**src/rtl/sram_bridge_pkg.sv**
```systemverilog
package sram_bridge_pkg;

  typedef enum logic [2:0] {
    ST_IDLE,
    ST_READ,
    ST_WSETUP,
    ST_WPULSE,
    ST_WHOLD
  } bridge_state_e;

  // cycles the read strobes stay active: access time rounded up to whole
  // clocks, plus one cycle for the data to settle at the capture flop
  function automatic int unsigned read_wait_cycles(int unsigned taa_ps,
                                                   int unsigned clk_ps);
    return (taa_ps + clk_ps - 1) / clk_ps + 1;
  endfunction

  // bits needed by a down-counter that is loaded with (max(a,b) - 1)
  function automatic int unsigned count_width(int unsigned a, int unsigned b);
    int unsigned m;
    m = (a > b) ? a : b;
    return (m < 3) ? 1 : $clog2(m);
  endfunction

endpackage

```
**src/rtl/sram_wait_timer.sv**
```systemverilog
module sram_wait_timer #(
  parameter int CNT_W = 2
) (
  input  logic             clk,
  input  logic             rst_n,
  input  logic             load,
  input  logic [CNT_W-1:0] load_val,
  output logic             expired
);

  logic [CNT_W-1:0] cnt_q;

  always_ff @(posedge clk) begin
    if (!rst_n)              cnt_q <= '0;
    else if (load)           cnt_q <= load_val;
    else if (cnt_q != '0)    cnt_q <= cnt_q - 1'b1;
  end

  assign expired = (cnt_q == '0);

endmodule

```
**src/rtl/sram_lane_gate.sv**
```systemverilog
module sram_lane_gate #(
  parameter int LANES  = 2,
  parameter int LANE_W = 8
) (
  input  logic                    active,
  input  logic [LANES-1:0]        lane_mask,
  input  logic [LANES*LANE_W-1:0] dq_in,
  output logic [LANES-1:0]        lane_en_n,
  output logic [LANES*LANE_W-1:0] rd_merged
);

  for (genvar g = 0; g < LANES; g++) begin : g_lane
    assign lane_en_n[g] = !(active && lane_mask[g]);
    assign rd_merged[g*LANE_W +: LANE_W] =
      lane_mask[g] ? dq_in[g*LANE_W +: LANE_W] : '0;
  end

endmodule

```
**src/rtl/sram_lane_bridge.sv**
```systemverilog
module sram_lane_bridge
  import sram_bridge_pkg::*;
#(
  parameter int ADDR_W   = 18,
  parameter int DATA_W   = 16,
  parameter int CLK_PS   = 4000,
  parameter int TAA_PS   = 12000,
  parameter int WR_PULSE = 3
) (
  input  logic              clk,
  input  logic              rst_n,
  input  logic              req_valid,
  input  logic              req_write,
  input  logic [ADDR_W-1:0] req_addr,
  input  logic [1:0]        req_mask,
  input  logic [DATA_W-1:0] req_wdata,
  output logic              req_ready,
  output logic              rsp_valid,
  output logic [DATA_W-1:0] rsp_rdata,
  output logic [ADDR_W-1:0] mem_addr,
  output logic              mem_ce_n,
  output logic              mem_we_n,
  output logic              mem_oe_n,
  output logic              mem_lb_n,
  output logic              mem_ub_n,
  output logic [DATA_W-1:0] mem_dq_out,
  output logic              mem_dq_oe,
  input  logic [DATA_W-1:0] mem_dq_in
);

  localparam int LANES  = 2;
  localparam int LANE_W = DATA_W / LANES;
  localparam int unsigned RD_WAIT = read_wait_cycles(TAA_PS, CLK_PS);
  localparam int CNT_W = count_width(RD_WAIT, WR_PULSE);
  localparam logic [CNT_W-1:0] RD_LOAD = CNT_W'(RD_WAIT - 1);
  localparam logic [CNT_W-1:0] WR_LOAD = CNT_W'(WR_PULSE - 1);

  bridge_state_e     state_q, state_d;
  logic [ADDR_W-1:0] addr_q;
  logic [1:0]        mask_q;
  logic [DATA_W-1:0] wdata_q;
  logic [DATA_W-1:0] rdata_q;
  logic              rsp_valid_q;

  logic              tmr_load;
  logic [CNT_W-1:0]  tmr_val;
  logic              tmr_expired;
  logic [LANES-1:0]  lane_en_n;
  logic [DATA_W-1:0] lane_rd;

  // named events, also used by the bound checker
  logic accept_w, noop_w, read_done_w, access_w;
  assign accept_w    = (state_q == ST_IDLE) && req_valid;
  assign noop_w      = accept_w && (req_mask == 2'b00);
  assign read_done_w = (state_q == ST_READ) && tmr_expired;
  assign access_w    = (state_q != ST_IDLE);

  sram_wait_timer #(.CNT_W(CNT_W)) u_timer (
    .clk      (clk),
    .rst_n    (rst_n),
    .load     (tmr_load),
    .load_val (tmr_val),
    .expired  (tmr_expired)
  );

  sram_lane_gate #(.LANES(LANES), .LANE_W(LANE_W)) u_lanes (
    .active    (access_w),
    .lane_mask (mask_q),
    .dq_in     (mem_dq_in),
    .lane_en_n (lane_en_n),
    .rd_merged (lane_rd)
  );

  always_comb begin
    state_d  = state_q;
    tmr_load = 1'b0;
    tmr_val  = RD_LOAD;
    unique case (state_q)
      ST_IDLE: begin
        if (accept_w && !noop_w) begin
          if (req_write) begin
            state_d = ST_WSETUP;
          end else begin
            state_d  = ST_READ;
            tmr_load = 1'b1;
          end
        end
      end
      ST_READ:   if (tmr_expired) state_d = ST_IDLE;
      ST_WSETUP: begin
        state_d  = ST_WPULSE;
        tmr_load = 1'b1;
        tmr_val  = WR_LOAD;
      end
      ST_WPULSE: if (tmr_expired) state_d = ST_WHOLD;
      ST_WHOLD:  state_d = ST_IDLE;
      default:   state_d = ST_IDLE;
    endcase
  end

  always_ff @(posedge clk) begin
    if (!rst_n) begin
      state_q     <= ST_IDLE;
      addr_q      <= '0;
      mask_q      <= '0;
      wdata_q     <= '0;
      rdata_q     <= '0;
      rsp_valid_q <= 1'b0;
    end else begin
      state_q     <= state_d;
      rsp_valid_q <= read_done_w || (noop_w && !req_write);
      if (accept_w) begin
        addr_q  <= req_addr;
        mask_q  <= req_mask;
        wdata_q <= req_wdata;
      end
      if (read_done_w)              rdata_q <= lane_rd;
      else if (noop_w && !req_write) rdata_q <= '0;
    end
  end

  assign req_ready  = (state_q == ST_IDLE);
  assign rsp_valid  = rsp_valid_q;
  assign rsp_rdata  = rdata_q;
  assign mem_addr   = addr_q;
  assign mem_ce_n   = !access_w;
  assign mem_oe_n   = (state_q != ST_READ);
  assign mem_we_n   = (state_q != ST_WPULSE);
  assign mem_dq_oe  = (state_q == ST_WPULSE);
  assign mem_dq_out = wdata_q;
  assign mem_lb_n   = lane_en_n[0];
  assign mem_ub_n   = lane_en_n[1];

endmodule

```
**config.mk**
```make
export PLATFORM = sky130hd
export DESIGN_NAME = sram_lane_bridge
export DESIGN_NICKNAME = d
export VERILOG_FILES = /design/src/rtl/sram_bridge_pkg.sv /design/src/rtl/sram_wait_timer.sv /design/src/rtl/sram_lane_gate.sv /design/src/rtl/sram_lane_bridge.sv
export SDC_FILE = /design/constraint.sdc
export NUM_CORES = 1
export LEC_CHECK = 0
export BUFFER_PORTS_ARGS = -buffer_cell sky130_fd_sc_hd__clkbuf_2
export CORE_AREA = 2 2 77 79
export DETAILED_ROUTE_END_ITERATION = 10
export DIE_AREA = 0 0 79 81
export PLACE_DENSITY = 0.69
export SYNTH_ARGS = -nofsm -noshare
export SYNTH_HDL_FRONTEND = slang
export SYNTH_SLANG_ARGS = --single-unit
```
**constraint.sdc**
```tcl
create_clock -name clk -period 2.25 [get_ports clk]
set_input_delay 0.1125 -clock clk [delete_from_list [all_inputs] [get_ports clk]]
set_output_delay 0.1125 -clock clk [all_outputs]
set_load 0.02 [all_outputs]
```
==> results of run 1 <==
how the worst min path moves through the flow:
stage,from,endpoint,slack (ns),depth (start not counted)
3_5_place_dp,mem_dq_in[7],rsp_rdata[7]$_SDFFE_PN0P_,0.33,2
4_1_cts,req_wdata[8],mem_dq_out[8]$_SDFFE_PN0P_,0.00007,3
5_1_grt,req_wdata[12],mem_dq_out[12]$_SDFFE_PN0P_,0.001,3
6_report,req_addr[14],mem_addr[14]$_SDFFE_PN0P_,0.01,3
3_3_place_gp,mem_dq_in[10],rsp_rdata[10]$_SDFFE_PN0P_,0.33,2
2_1_floorplan,rst_n,rsp_valid$_SDFF_PN0_,0.23,1
where the power goes:
group / internal [mW] / switching [mW]
clock network: 0.650 / 0.400
registers: 1.11 / 0.0511
logic: 0.251 / 0.343
total: 2.01 / 0.795
area by class of cell:
type / instances / area (µm²)
Clock inverter: 5 / 77.6
Tap cell: 75 / 93.8
Fill cell: 520 / 2370
Clock buffer: 11 / 141
Timing Repair Buffer: 155 / 976
Sequential cell: 58 / 1160
Multi-Input combinational cell: 160 / 840
Inverter: 5 / 18.8
sequential cells by signal, summed over array words and instances (netlist names):
| signal | flops |
|---|---|
| mask_q | 2 |
| mem_addr | 18 |
| mem_dq_out | 16 |
| rsp_rdata | 16 |
| rsp_valid | 1 |
| state_q | 3 |
| u_timer.cnt_q | 2 |
layout by cell type, fill, tap and decap left out, drive strengths merged:
cell type,instances
nor4b,1
o21a,1
mux2i,1
bufinv,2
dlygate4sd3,38
nand2,78
dfxtp,58
a21oi,38
nor3,1
a22o,16
clkinv,2
or3b,1
or4b,1
clkinvlp,1
nand2b,2
inv,5
o32a,1
xor2,1
or3,1
ha,1
and3,3
nor3b,2
nor4bb,1
nor4,1
nor2,3
nor2b,1
o31a,2
and2,2
a211oi,1
clkbuf,124
buf,4
routing by layer:
layer / GRT usage, % / vias to the layer above / wire (µm)
li1: - / 1105 / -
met1: 19.6 / 1003 / 2490
met2: 33.1 / 97 / 2830
met3: 6.11 / 7 / 486
met4: 8.62 / 0 / 69
met5: 0 / - / 0
synthesized netlist by cell type:
cell / number
sky130_fd_sc_hd__o32a_1: 1
sky130_fd_sc_hd__mux2i_1: 1
sky130_fd_sc_hd__o31a_1: 2
sky130_fd_sc_hd__nor2b_1: 1
sky130_fd_sc_hd__or3_1: 1
sky130_fd_sc_hd__xor2_1: 1
sky130_fd_sc_hd__nor3b_1: 2
sky130_fd_sc_hd__and2_1: 2
sky130_fd_sc_hd__or4b_1: 1
sky130_fd_sc_hd__a22o_1: 16
sky130_fd_sc_hd__inv_1: 5
sky130_fd_sc_hd__a21oi_1: 38
sky130_fd_sc_hd__ha_1: 1
sky130_fd_sc_hd__buf_1: 1
sky130_fd_sc_hd__nor4_1: 1
sky130_fd_sc_hd__nand2b_1: 2
sky130_fd_sc_hd__nand2_1: 78
sky130_fd_sc_hd__buf_2: 7
sky130_fd_sc_hd__and3_1: 3
sky130_fd_sc_hd__a211oi_2: 1
sky130_fd_sc_hd__o21a_1: 1
sky130_fd_sc_hd__dfxtp_1: 58
sky130_fd_sc_hd__clkbuf_1: 8
sky130_fd_sc_hd__buf_4: 1
sky130_fd_sc_hd__nor3_1: 1
sky130_fd_sc_hd__nor4bb_1: 1
sky130_fd_sc_hd__nor2_1: 3
sky130_fd_sc_hd__or3b_2: 1
sky130_fd_sc_hd__nor4b_1: 1
stage by stage:
step / setup WS, ns / hold slack, ns / area (µm²)
final: 0.230 / 0.0116 / 3310
after global routing: 0.0829 / 0.00125 / 3310
after CTS: 0.250 / 0.0000732 / 3310
after detailed placement: 0.272 / 0.327 / 2710
after global placement: 0.309 / 0.325 / 2710
after floorplan: 0.655 / 0.230 / 2090
cells by family after synthesis:
group | count (synthesis)
xor gates and xnor gates | 1
buffers and inverters | 22
and+or+nand+nor | 98
muxes | 1
adders and majority gates | 1
AOI/OAI and AO/OA | 59
DFF | 58
tightest hold or removal path, delay by kind of cell:
family / cells / cell delay [ns]
AOI/OAI and AO/OA: 1 / 0.05
buffers and inverters: 1 / 0.08
and+or+nand+nor: 1 / 0.05
==> results.md, run 1 <==
Floorplanning:
- The effective utilization at floorplan is 36.8%.
- The region available for standard cell placement spans 5680 µm².
- The number of placement rows is 28.
- 114 I/O pins were placed.
- The floorplan die height is 81 µm.
- The die area is 6400 µm².
- The width of the die is 79 µm.

Setup path:
- In this run the worst setup path begins at u_timer.cnt_q[0]$_SDFFE_PN0P_.
- Together, buffers and inverters on the worst path number 1.
- The cell at the slowest stage of the critical path is sky130_fd_sc_hd__a211oi_2.
- The type of the setup path with the least slack is reg -> reg.
- The path depth of the worst reg2reg path is 5.
- Along the worst path, the maximum fanout reaches 16.
- The critical path ends at rsp_rdata[1]$_SDFFE_PN0P_.
- In this run the critical register-to-register path is captured at rsp_rdata[1]$_SDFFE_PN0P_.
- The launching point of the worst reg2reg path is u_timer.cnt_q[0]$_SDFFE_PN0P_.
- The endpoint type of the worst setup path is a flip-flop.
- The largest stage delay on the critical path is 0.85 ns.
- In this run the register-to-register setup slack is 0.23 ns.
- The cell family with the largest share of critical-path delay is compound AO/OA/AOI/OAI gates.
- Data on the critical path is required at its endpoint by 2.51 ns.
- The nature of the critical path startpoint is a flip-flop.
- Traced cell by cell, the critical path runs through inv_1, ha_1, nor4bb_1, a211oi_2, a22o_1.
- Data arrives at the worst endpoint at 2.28 ns.
- The total stage count of the critical path is 5.

Logic synthesis:
- In this run the cell area of the synthesized design comes to 2090 µm².
- The number of warnings reported in the yosys synthesis log is 0.
- Yosys attributes the largest share of cell area to sky130_fd_sc_hd__dfxtp_1, sky130_fd_sc_hd__nand2_1, sky130_fd_sc_hd__a21oi_1, sky130_fd_sc_hd__a22o_1, sky130_fd_sc_hd__buf_2.
- The number of unique standard cell types used by synthesis is 29.
- In this run, synthesis produced a sequential element count of 58.
- Synthesis handed over a netlist of 240 instances.
- The average instance in the mapped netlist occupies 8.71 µm².
- Measured against the total synthesized area, the mux share comes to 0.479%.
- The synthesized-area fraction occupied by ao, oa, aoi and oai cells is 18.1%.
- The library cell occupying the most area in the post-synthesis netlist is sky130_fd_sc_hd__dfxtp_1.
- The synthesized-area fraction occupied by adder cells is 0.599%.
- The synthesized netlist devotes 20.3% of its cell area to simple gates.
- By area, the combinational part of the netlist is dominated by simple AND/OR/NAND/NOR gates.
- The number of nets in the synthesized netlist is 297.
- The synthesized-area fraction occupied by xor and xnor cells is 0.419%.
- The share of the synthesized area in the top cell type is 55.6%.
- Sequential cells were found to cover 55.6% of the synthesized design area.

Clock network:
- The clock network latency to the later pin of the worst-skew pair is 0.32 ns.
- The H-tree generated during clock tree synthesis spans 3 levels.
- The cell chosen for the clock root is sky130_fd_sc_hd__clkbuf_8.
- Counting every sink on the clock net gives 58.
- TritonCTS built the clock tree.
- The clock transition at the register clock pins on the worst setup and hold paths after CTS is 0.06 ns.
- Hold repair after CTS inserted 38 buffers.
- The count of cells resized by post-cts repair is 0.
- The total setup buffers inserted after CTS is 0.
- The maximum buffer depth of the clock tree is 2.
- Clock tree synthesis inserted a total of 9 buffers.

Placement:
- Input and output buffers added on the ports amount to 113.
- The placer congestion estimate is 0.759.
- The detailed placement HPWL is 3690 µm.
- The total placed cells including tap cells is 415.

Power:
- The worst-case IR drop observed on VDD is 0.450 mV.
- In this run the power density over the cells is 849 nW/µm².
- Overall power consumption after layout is estimated at 2.81 mW.
- The standby leakage power is 1.57 nW.

GRT:
- The number of antenna violations at the first check in global routing is 0.
- The total overflow left after global routing is 0.
- The number of global-route vias before repair is 2197.
- The overall fraction of global-route tracks in use is 18.4%.
- The global-route wire length before repair is 9250 µm.
- The maximum number of pins on one net before global-route repair is 38.

Detailed routing:
- The detail-routed net length per standard cell is 12.5 µm.
- The via density per instance is 4.72.
- The detailed-routing iteration count for the pre-antenna-repair pass is 4.
- The remaining design rule violation count is 0.
- The first routing iteration left 69 violations.
- In this run the remaining antenna-violating nets after routing total 0.
- The detailed-route wire length is 5870 µm.
- The number of vias after detailed routing is 2212.

STA:
- For the final database, setup skew stands at 0.00440 ns.
- The pin slew with the least headroom to its limit is 1.00 ns.
- Setup repair after global routing left no endpoint under its margin.
- For this run, the top clock speed supported by timing is 495 MHz.
- The summed negative setup slack over all endpoints is 0 ns.
- The post-route clock period utilization is 89.8%.
- Setup violations remaining at the end of the flow were counted as 0.
- The final critical delay including setup and external delays is 2.02 ns.
- Headroom to the max-slew limit came out at 33.0%.
- The final-report max-slew violation count was 0.
- The final count of hold timing violations is 0.

Cells and area:
- The post-route netlist has 34.3% of its cells at a drive strength greater than 1.
- Cells fill 58.3% of the core in the end.
- Relative to the synthesized area, the layout overhead comes to 58.3%.
- The number of non-filler instances in the completed layout is 469.
- The repair_antennas step left the layout with diodes totalling 0.
- In the final design database the tool counted 446 nets.

Status:
- The run finished with clean final reports.

Hold path:
- The type of the worst min-delay path is in -> reg.

Flow run:
- The tool flagged a number of max-cap violations equal to 0.
Power figures use the tool's default switching activity.
==> run 2: changes to the inputs <==
--- a/config.mk
+++ b/config.mk
@@ -6,10 +6,10 @@
 export NUM_CORES = 1
 export LEC_CHECK = 0
 export BUFFER_PORTS_ARGS = -buffer_cell sky130_fd_sc_hd__clkbuf_2
-export CORE_AREA = 2 2 77 79
+export CORE_AREA = 2 2 87 89
 export DETAILED_ROUTE_END_ITERATION = 10
-export DIE_AREA = 0 0 79 81
-export PLACE_DENSITY = 0.69
+export DIE_AREA = 0 0 89 91
+export PLACE_DENSITY = 0.56
 export SYNTH_ARGS = -nofsm -noshare
 export SYNTH_HDL_FRONTEND = slang
 export SYNTH_SLANG_ARGS = --single-unit
==> run 2 against run 1 <==
  * Clock skew increased by 0.00050 ns
  * Combinational power increased by 2%
  * Clock power decreased by 14%
  * Worst hold slack improved by 0.0017 ns
  * Global-route usage decreased by 3.3 points
  * Sequential power about the same
  * Final cell count increased by 7.0%
  * Via count decreased by 0.27%
  * Critical path type unchanged
  * Largest power group unchanged
==> results.md, run 2 (synthesized netlist as in run 1, its figures left out) <==
Status:
- The run finished with clean final reports.

GRT:
- The number of global-route vias before repair is 2190 (-0.32%).
- The number of antenna violations at the first check in global routing is 0 (unchanged).
- The maximum number of pins on one net before global-route repair is 38 (unchanged).
- The global-route wire length before repair is 9650 µm (+4.3%).
- The residual overflow from global routing is 0 (unchanged).
- The overall fraction of global-route tracks in use was 15.1% (-3.3 points).

Power:
- The internal power of the cells was 1.89 mW (-6.4%).
- The register share of total power was 43.6% (+2.2 points).
- The standby leakage power is 1.60 nW (+2.2%).
- The switching power total was 0.785 mW (-1.2%).
- The logic gate share of total power was 22.7% (+1.5 points).
- The power density of the placed cells is 783 nW/µm² (-7.7%).
- The clock network power share came to 33.7% (-3.7 points).
- The net switching fraction of the power came to 29.4% (+1.1 points).
- The peak supply drop is 0.297 mV (-34%).

Detailed routing:
- The detailed-routing iteration count for the pre-antenna-repair pass is 4 (unchanged).
- The via density per instance came to 4.39 (-6.8%).
- The met3 wire length came to 533 µm (+9.7%).
- The detailed-route wire length was 6030 µm (+2.8%).
- The number of vias after detailed routing is 2206 (-0.27%).
- The wire length on met1 is 2700 µm (+8.4%).
- The routed wire length on met2 is 2720 µm (-3.8%).
- The remaining number of nets flagged by the antenna check after routing was 0 (unchanged).
- The detail-routed net length per standard cell was 12.0 µm (-4.0%).
- The remaining design rule violation count is 0 (unchanged).
- The number of DRC markers in iteration 0 is 68 (-1.4%).
- In this run the top signal layer used is met4.

Setup path:
- STA classifies the critical path endpoint as a flip-flop.
- The worst-path maximum fanout came to 16 (unchanged).
- The launching point of the worst reg2reg path is u_timer.cnt_q[0]$_SDFFE_PN0P_.
- The path depth of the worst reg2reg path came to 5 (unchanged).
- The sum of buffers and inverters on the critical path was 1 (unchanged).
- The internal reg-to-reg setup slack is 0.26 ns (+0.03 ns).
- The largest stage delay on the critical path was 0.83 ns (-0.02 ns).
- STA classifies the critical path startpoint as a flip-flop.
- The worst path required time was 2.51 ns (about the same).
- The cell family with the largest share of critical-path delay is compound AO/OA/AOI/OAI gates.
- In this run the critical register-to-register path is captured at rsp_rdata[5]$_SDFFE_PN0P_.
- The cell at the slowest stage of the critical path is sky130_fd_sc_hd__a211oi_2.
- The type of the setup path with the least slack is reg -> reg.
- The critical path goes through inv_1, ha_1, nor4bb_1, a211oi_2, a22o_1.
- The signal arrival time at the worst endpoint was 2.26 ns (-0.02 ns).

Floorplanning:
- The core box area is 7140 µm² (+26%).
- The floorplan die height is 91 µm (+12%).
- The width of the die is 89 µm (+13%).
- The effective utilization at floorplan came to 29.3% (-7.5 points).
- The die area came to 8100 µm² (+27%).
- The number of placement rows is 31 (+11%).
- The number of top-level pins is 114 (unchanged).

Hold path:
- The worst hold path terminates at mem_addr[0]$_SDFFE_PN0P_.
- The hold path depth came to 3 (unchanged).
- The startpoint identified for the worst hold timing path is req_addr[0].
- The path class of the tightest hold or removal check is in -> reg.

STA:
- The post-route clock period utilization was 88.5% (-1.2 points).
- The final-layout worst hold slack came to 0.0133 ns (+0.00168 ns).
- The highest clock rate came to 502 MHz (+1.4%).
- The final count of hold timing violations was 0 (unchanged).
- Setup repair after global routing left no endpoint under its margin.
- The worst slew slack as a fraction of its limit is 34.2% (+1.2 points).
- The count of final setup violators is 0 (unchanged).
- The pin slew with the least headroom to its limit is 0.985 ns (-0.0183 ns).
- The final critical delay including setup and external delays came to 1.99 ns (-0.0281 ns).
- The final-report max-slew violation count is 0 (unchanged).
- The summed negative setup slack over all endpoints is 0 ns (unchanged).
- The clock skew is 0.00490 ns (+0.000502 ns).

Flow run:
- The count of max-cap constraint violations came to 0 (unchanged).

Clock network:
- The total setup buffers inserted after CTS is 0 (unchanged).
- In this run the clock root is driven by a sky130_fd_sc_hd__clkbuf_8.
- The maximum buffer depth of the clock tree came to 2 (unchanged).
- The TritonCTS clock tree is done.
- The clock network latency to the later pin of the worst-skew pair came to 0.32 ns (about the same).
- The total clock buffers created by CTS is 9 (unchanged).
- The clock sink count came to 58 (unchanged).
- The number of levels in the clock H-tree is 3 (unchanged).
- The clock transition at the register clock pins on the worst setup and hold paths after CTS came to 0.06 ns (about the same).

Placement:
- The detailed placement HPWL was 3840 µm (+3.9%).
- The placer congestion estimate is 0.703 (-7.3%).
- The number of I/O port buffers is 113 (unchanged).

Cells and area:
- The number of nets in the final layout is 456 (+2.2%).
- The number of antenna diodes is 0 (unchanged).
- The library cell used most frequently in the layout, excluding fill and tap cells, is sky130_fd_sc_hd__clkbuf_2.
- The top cell types in the final layout, fill and taps aside, are sky130_fd_sc_hd__clkbuf_2, sky130_fd_sc_hd__nand2_1, sky130_fd_sc_hd__dfxtp_1.
- The proportion of layout cells with a drive suffix above 1 is 33.5% (-0.77 points).
- The number of flip-flops in the largest register is 18 (unchanged).
- The utilization after layout is 47.8% (-11 points).
- The layout overhead on the synthesized area is 63.1%.
-- run 2: cell count changes in the layout (fill, tap and decap cells not counted), sizes merged --
| cell | previous run | this run |
|---|---|---|
| clkinvlp | 1 | 0 |
| bufinv | 2 | 0 |
| dlygate4sd3 | 38 | 48 |
| clkbuf | 124 | 126 |
-- run 2: repair_timing --
action	in CTS	in global routing
hold buffers	48	0
endpoints found under the hold margin	48	0
endpoints found under the setup margin	0	0
gates resized for setup	0	0
-- run 2: metal layers --
metal,track usage [%],vias to the layer above
met5,0,-
li1,-,1121
met3,5.82,9
met1,17.1,988
met4,5.97,0
met2,25.1,88
-- run 2: worst reg2reg max path, cell delays in order, from the launching register on --
cell and delay (ns):
sky130_fd_sc_hd__dfxtp_1 0.34, sky130_fd_sc_hd__inv_1 0.05, sky130_fd_sc_hd__ha_1 0.27, sky130_fd_sc_hd__nor4bb_1 0.18, sky130_fd_sc_hd__a211oi_2 0.83, sky130_fd_sc_hd__a22o_1 0.27
-- run 2: worst max-delay path by stage --
stage                                  start                    endpoint  slack [ns]  cells after the start
2_1_floorplan  u_timer.cnt_q[0]$_SDFFE_PN0P_   rsp_rdata[0]$_SDFFE_PN0P_        0.66                      6
3_3_place_gp   u_timer.cnt_q[0]$_SDFFE_PN0P_  rsp_rdata[10]$_SDFFE_PN0P_        0.28                      5
6_report       u_timer.cnt_q[0]$_SDFFE_PN0P_   rsp_rdata[5]$_SDFFE_PN0P_        0.26                      5
4_1_cts        u_timer.cnt_q[0]$_SDFFE_PN0P_   rsp_rdata[5]$_SDFFE_PN0P_        0.26                      5
3_5_place_dp   u_timer.cnt_q[0]$_SDFFE_PN0P_   rsp_rdata[2]$_SDFFE_PN0P_        0.27                      5
5_1_grt        u_timer.cnt_q[0]$_SDFFE_PN0P_   rsp_rdata[7]$_SDFFE_PN0P_        0.08                      5
-- run 2: area by class of cell --
class / count / area, µm²
Clock buffer: 13 / 179
Clock inverter: 2 / 10.0
Fill cell: 709 / 3730
Inverter: 5 / 18.8
Multi-Input combinational cell: 160 / 840
Sequential cell: 58 / 1160
Tap cell: 99 / 124
Timing Repair Buffer: 165 / 1080
-- run 2: metrics by stage --
stage          setup slack [ns]  power, mW  std cells  cell area (µm²)
6_report                  0.258       2.67        502             3410
3_3_place_gp              0.279       1.72        439             2740
5_1_grt                  0.0777       2.84        502             3410
4_1_cts                   0.256       2.72        502             3410
3_5_place_dp              0.270       1.73        439             2740
2_1_floorplan             0.655       1.55        240             2090
-- run 2: power groups by stage --
stage                     registers [mW]  logic (mW)  clock network [mW]
after floorplan                     1.25       0.298                   0
after global placement              1.18       0.539                   0
after detailed placement            1.18       0.549                   0
after CTS                           1.16       0.615               0.939
after global routing                1.17       0.681               0.985
final                               1.16       0.607               0.900
==> run 3: changes to the inputs <==
--- a/config.mk
+++ b/config.mk
@@ -5,7 +5,7 @@
 export SDC_FILE = /design/constraint.sdc
 export NUM_CORES = 1
 export LEC_CHECK = 0
-export BUFFER_PORTS_ARGS = -buffer_cell sky130_fd_sc_hd__clkbuf_2
+export BUFFER_PORTS_ARGS = -buffer_cell sky130_fd_sc_hd__buf_2
 export CORE_AREA = 2 2 87 89
 export DETAILED_ROUTE_END_ITERATION = 10
 export DIE_AREA = 0 0 89 91
==> run 3 against run 2 <==
  * Clock-buffer cell count decreased by 3
  * Fmax about the same
  * Critical endpoint unchanged
  * Die area unchanged
==> results.md, run 3 (synthesized netlist as in run 1, its figures left out) <==
Status:
- The run finished with clean final reports.

Floorplanning:
- The effective utilization at floorplan is 29.3% (unchanged).
- The number of top-level pins was 114 (unchanged).
- The width of the die was 89 µm (unchanged).
- The number of placement rows came to 31 (unchanged).
- The floorplan die height is 91 µm (unchanged).
- The core box area was 7140 µm² (unchanged).
- The die area came to 8100 µm² (unchanged).

Cells and area:
- Relative to the synthesized area, the layout overhead comes to 52.5%.
- The proportion of layout cells with a drive suffix above 1 is 35.4% (+1.9 points).
- The number of fillers in the final layout was 744 (+4.9%).
- The number of flip-flops in the largest register is 18 (unchanged).
- The utilization after layout was 44.7% (-3.1 points).
- The number of non-filler instances in the completed layout is 478 (-4.8%).
- The number of nets in the final layout is 432 (-5.3%).
- The top cell types in the final layout, fill and taps aside, are sky130_fd_sc_hd__buf_2, sky130_fd_sc_hd__nand2_1, sky130_fd_sc_hd__dfxtp_1.
- The number of antenna diodes came to 0 (unchanged).
- The most frequent standard cell in the layout excluding fill and tap cells is sky130_fd_sc_hd__buf_2.

Placement:
- The total placed cells including tap cells is 439 (unchanged).
- The placer congestion estimate is 0.695 (-1.1%).
- The setup slack after placement is 0.251 ns (-0.0195 ns).
- The number of I/O port buffers is 113 (unchanged).
- The detailed placement HPWL is 3850 µm (+0.20%).

Setup path:
- The largest stage delay on the critical path is 0.83 ns (about the same).
- The nature of the critical path startpoint is a flip-flop.
- The worst path required time is 2.51 ns (about the same).
- The signal arrival time at the worst endpoint is 2.26 ns (about the same).
- STA classifies the critical path endpoint as a flip-flop.
- The sum of buffers and inverters on the critical path came to 1 (unchanged).
- The cell family with the largest share of critical-path delay is compound AO/OA/AOI/OAI gates.
- The worst-path maximum fanout came to 16 (unchanged).
- Traced cell by cell, the critical path runs through inv_1, ha_1, nor4bb_1, a211oi_2, a22o_1.
- The cell at the slowest stage of the critical path is sky130_fd_sc_hd__a211oi_2.
- The type of the setup path with the least slack is reg -> reg.

STA:
- The pin slew with the least headroom to its limit is 0.987 ns (+0.00131 ns).
- Setup repair after global routing left no endpoint under its margin.
- The final-layout worst hold slack is 0.0157 ns (+0.00240 ns).
- The worst slew slack as a fraction of its limit is 34.1% (-0.088 points).
- The highest clock rate is 502 MHz (about the same).
- The post-route clock period utilization is 88.5% (about the same).
- The final-report max-slew violation count was 0 (unchanged).
- The worst path setup slack after routing is 0.258 ns (-0.0000610 ns).
- The final critical delay including setup and external delays is 1.99 ns (+0.0000610 ns).
- The final count of hold timing violations is 0 (unchanged).
- The count of final setup violators is 0 (unchanged).
- The summed negative setup slack over all endpoints is 0 ns (unchanged).
- The clock skew came to 0.00890 ns (+0.00401 ns).

Clock network:
- The number of levels in the clock H-tree is 3 (unchanged).
- Clock tree synthesis selected as its root buffer the cell sky130_fd_sc_hd__clkbuf_8.
- The total clock buffers created by CTS is 9 (unchanged).
- The clock sink count is 58 (unchanged).
- The clock transition at the register clock pins on the worst setup and hold paths after CTS is 0.07 ns (about the same).
- The total setup buffers inserted after CTS is 0 (unchanged).
- The clock network latency to the later pin of the worst-skew pair was 0.33 ns (about the same).
- The maximum buffer depth of the clock tree came to 2 (unchanged).
- TritonCTS built the clock tree.

Power:
- The power density of the placed cells was 864 nW/µm² (+10%).
- The logic gate share of total power is 20.9% (-1.8 points).
- The switching power total was 0.789 mW (+0.58%).
- The net switching fraction of the power was 28.7% (-0.73 points).
- The clock network power share is 36.9% (+3.2 points).
- The internal power of the cells is 1.96 mW (+4.2%).
- The peak supply drop is 0.315 mV (+6.3%).
- The register share of total power came to 42.2% (-1.4 points).
- The standby leakage power was 1.52 nW (-5.1%).

GRT:
- The number of global-route vias before repair came to 2092 (-4.5%).
- The number of antenna violations at the first check in global routing is 1 (+1).
- The residual overflow from global routing is 0 (unchanged).
- The overall fraction of global-route tracks in use is 14.3% (-0.75 points).
- The global-route wire length before repair was 9200 µm (-4.7%).
- The maximum number of pins on one net before global-route repair is 38 (unchanged).

Detailed routing:
- The number of vias after detailed routing was 2104 (-4.6%).
- The remaining design rule violation count is 0 (unchanged).
- The via density per instance is 4.40 (+0.17%).
- The detailed-routing iteration count for the pre-antenna-repair pass is 5 (+1).
- The detail-routed net length per standard cell was 12.0 µm (-0.22%).
- The detailed-route wire length came to 5730 µm (-5.0%).
- The remaining number of nets flagged by the antenna check after routing came to 0 (unchanged).
- The number of DRC markers in iteration 0 came to 67 (-1.5%).

Flow run:
- The count of max-cap constraint violations is 0 (unchanged).

Hold path:
- In this run the worst hold path is classified as in -> reg.
## run 3: changes by cell type in the layout (fill, tap and decap cells not counted), sizes merged
cell,change
clkinv,-1
dlygate4sd3,-24
clkbuf,-116
buf,+113
bufinv,+2
clkinvlp,+2
## run 3: power groups by stage
stage          clock network [mW]  registers (mW)  logic [mW]
4_1_cts                      1.06            1.16       0.583
3_3_place_gp                    0            1.18       0.539
3_5_place_dp                    0            1.18       0.549
5_1_grt                      1.11            1.17       0.644
2_1_floorplan                   0            1.25       0.298
6_report                     1.02            1.16       0.576
## run 3: timing repair
action	in CTS	in global routing
hold buffers	24	0
endpoints found under the hold margin	24	0
gates resized for setup	0	0
## run 3: worst paths after layout
kind,slack [ns],cells past startpoint,end,start
setup reg to reg,0.26,5,rsp_rdata[5]$_SDFFE_PN0P_,u_timer.cnt_q[0]$_SDFFE_PN0P_
hold reg to reg,0.45,2,mem_dq_out[13]$_SDFFE_PN0P_,mem_dq_out[13]$_SDFFE_PN0P_
hold / removal,0.02,3,mem_addr[6]$_SDFFE_PN0P_,req_addr[6]
setup / recovery,0.26,5,rsp_rdata[5]$_SDFFE_PN0P_,u_timer.cnt_q[0]$_SDFFE_PN0P_
## run 3: stage by stage
step           total power, mW  area (µm²)
2_1_floorplan             1.55        2090
3_3_place_gp              1.72        2740
3_5_place_dp              1.73        2740
4_1_cts                   2.80        3190
5_1_grt                   2.92        3190
6_report                  2.75        3190
## run 3: worst reg2reg max path: stages (launching register included)
cell	delay [ns]
sky130_fd_sc_hd__dfxtp_1	0.34
sky130_fd_sc_hd__inv_1	0.05
sky130_fd_sc_hd__ha_1	0.27
sky130_fd_sc_hd__nor4bb_1	0.18
sky130_fd_sc_hd__a211oi_2	0.83
sky130_fd_sc_hd__a22o_1	0.27
## run 3: area by class of cell
class,count,area [µm²],share of cell area (%)
inverters,5,18.8,0.589
flip-flops and latches,58,1160,36.4
clock buffers,10,128,4.00
multi-input cells,160,840,26.3
well taps,99,124,3.89
repair buffers,141,836,26.2
clock inverters,5,80.1,2.51
## run 3: routing by layer
metal | part of all wire (%) | track usage, % | routed length, µm
met5 | 0.19 | 0 | 11
met4 | 1.1 | 5.97 | 65
met3 | 8.9 | 5.45 | 510
met2 | 45 | 24.0 | 2570
met1 | 45 | 16.0 | 2580
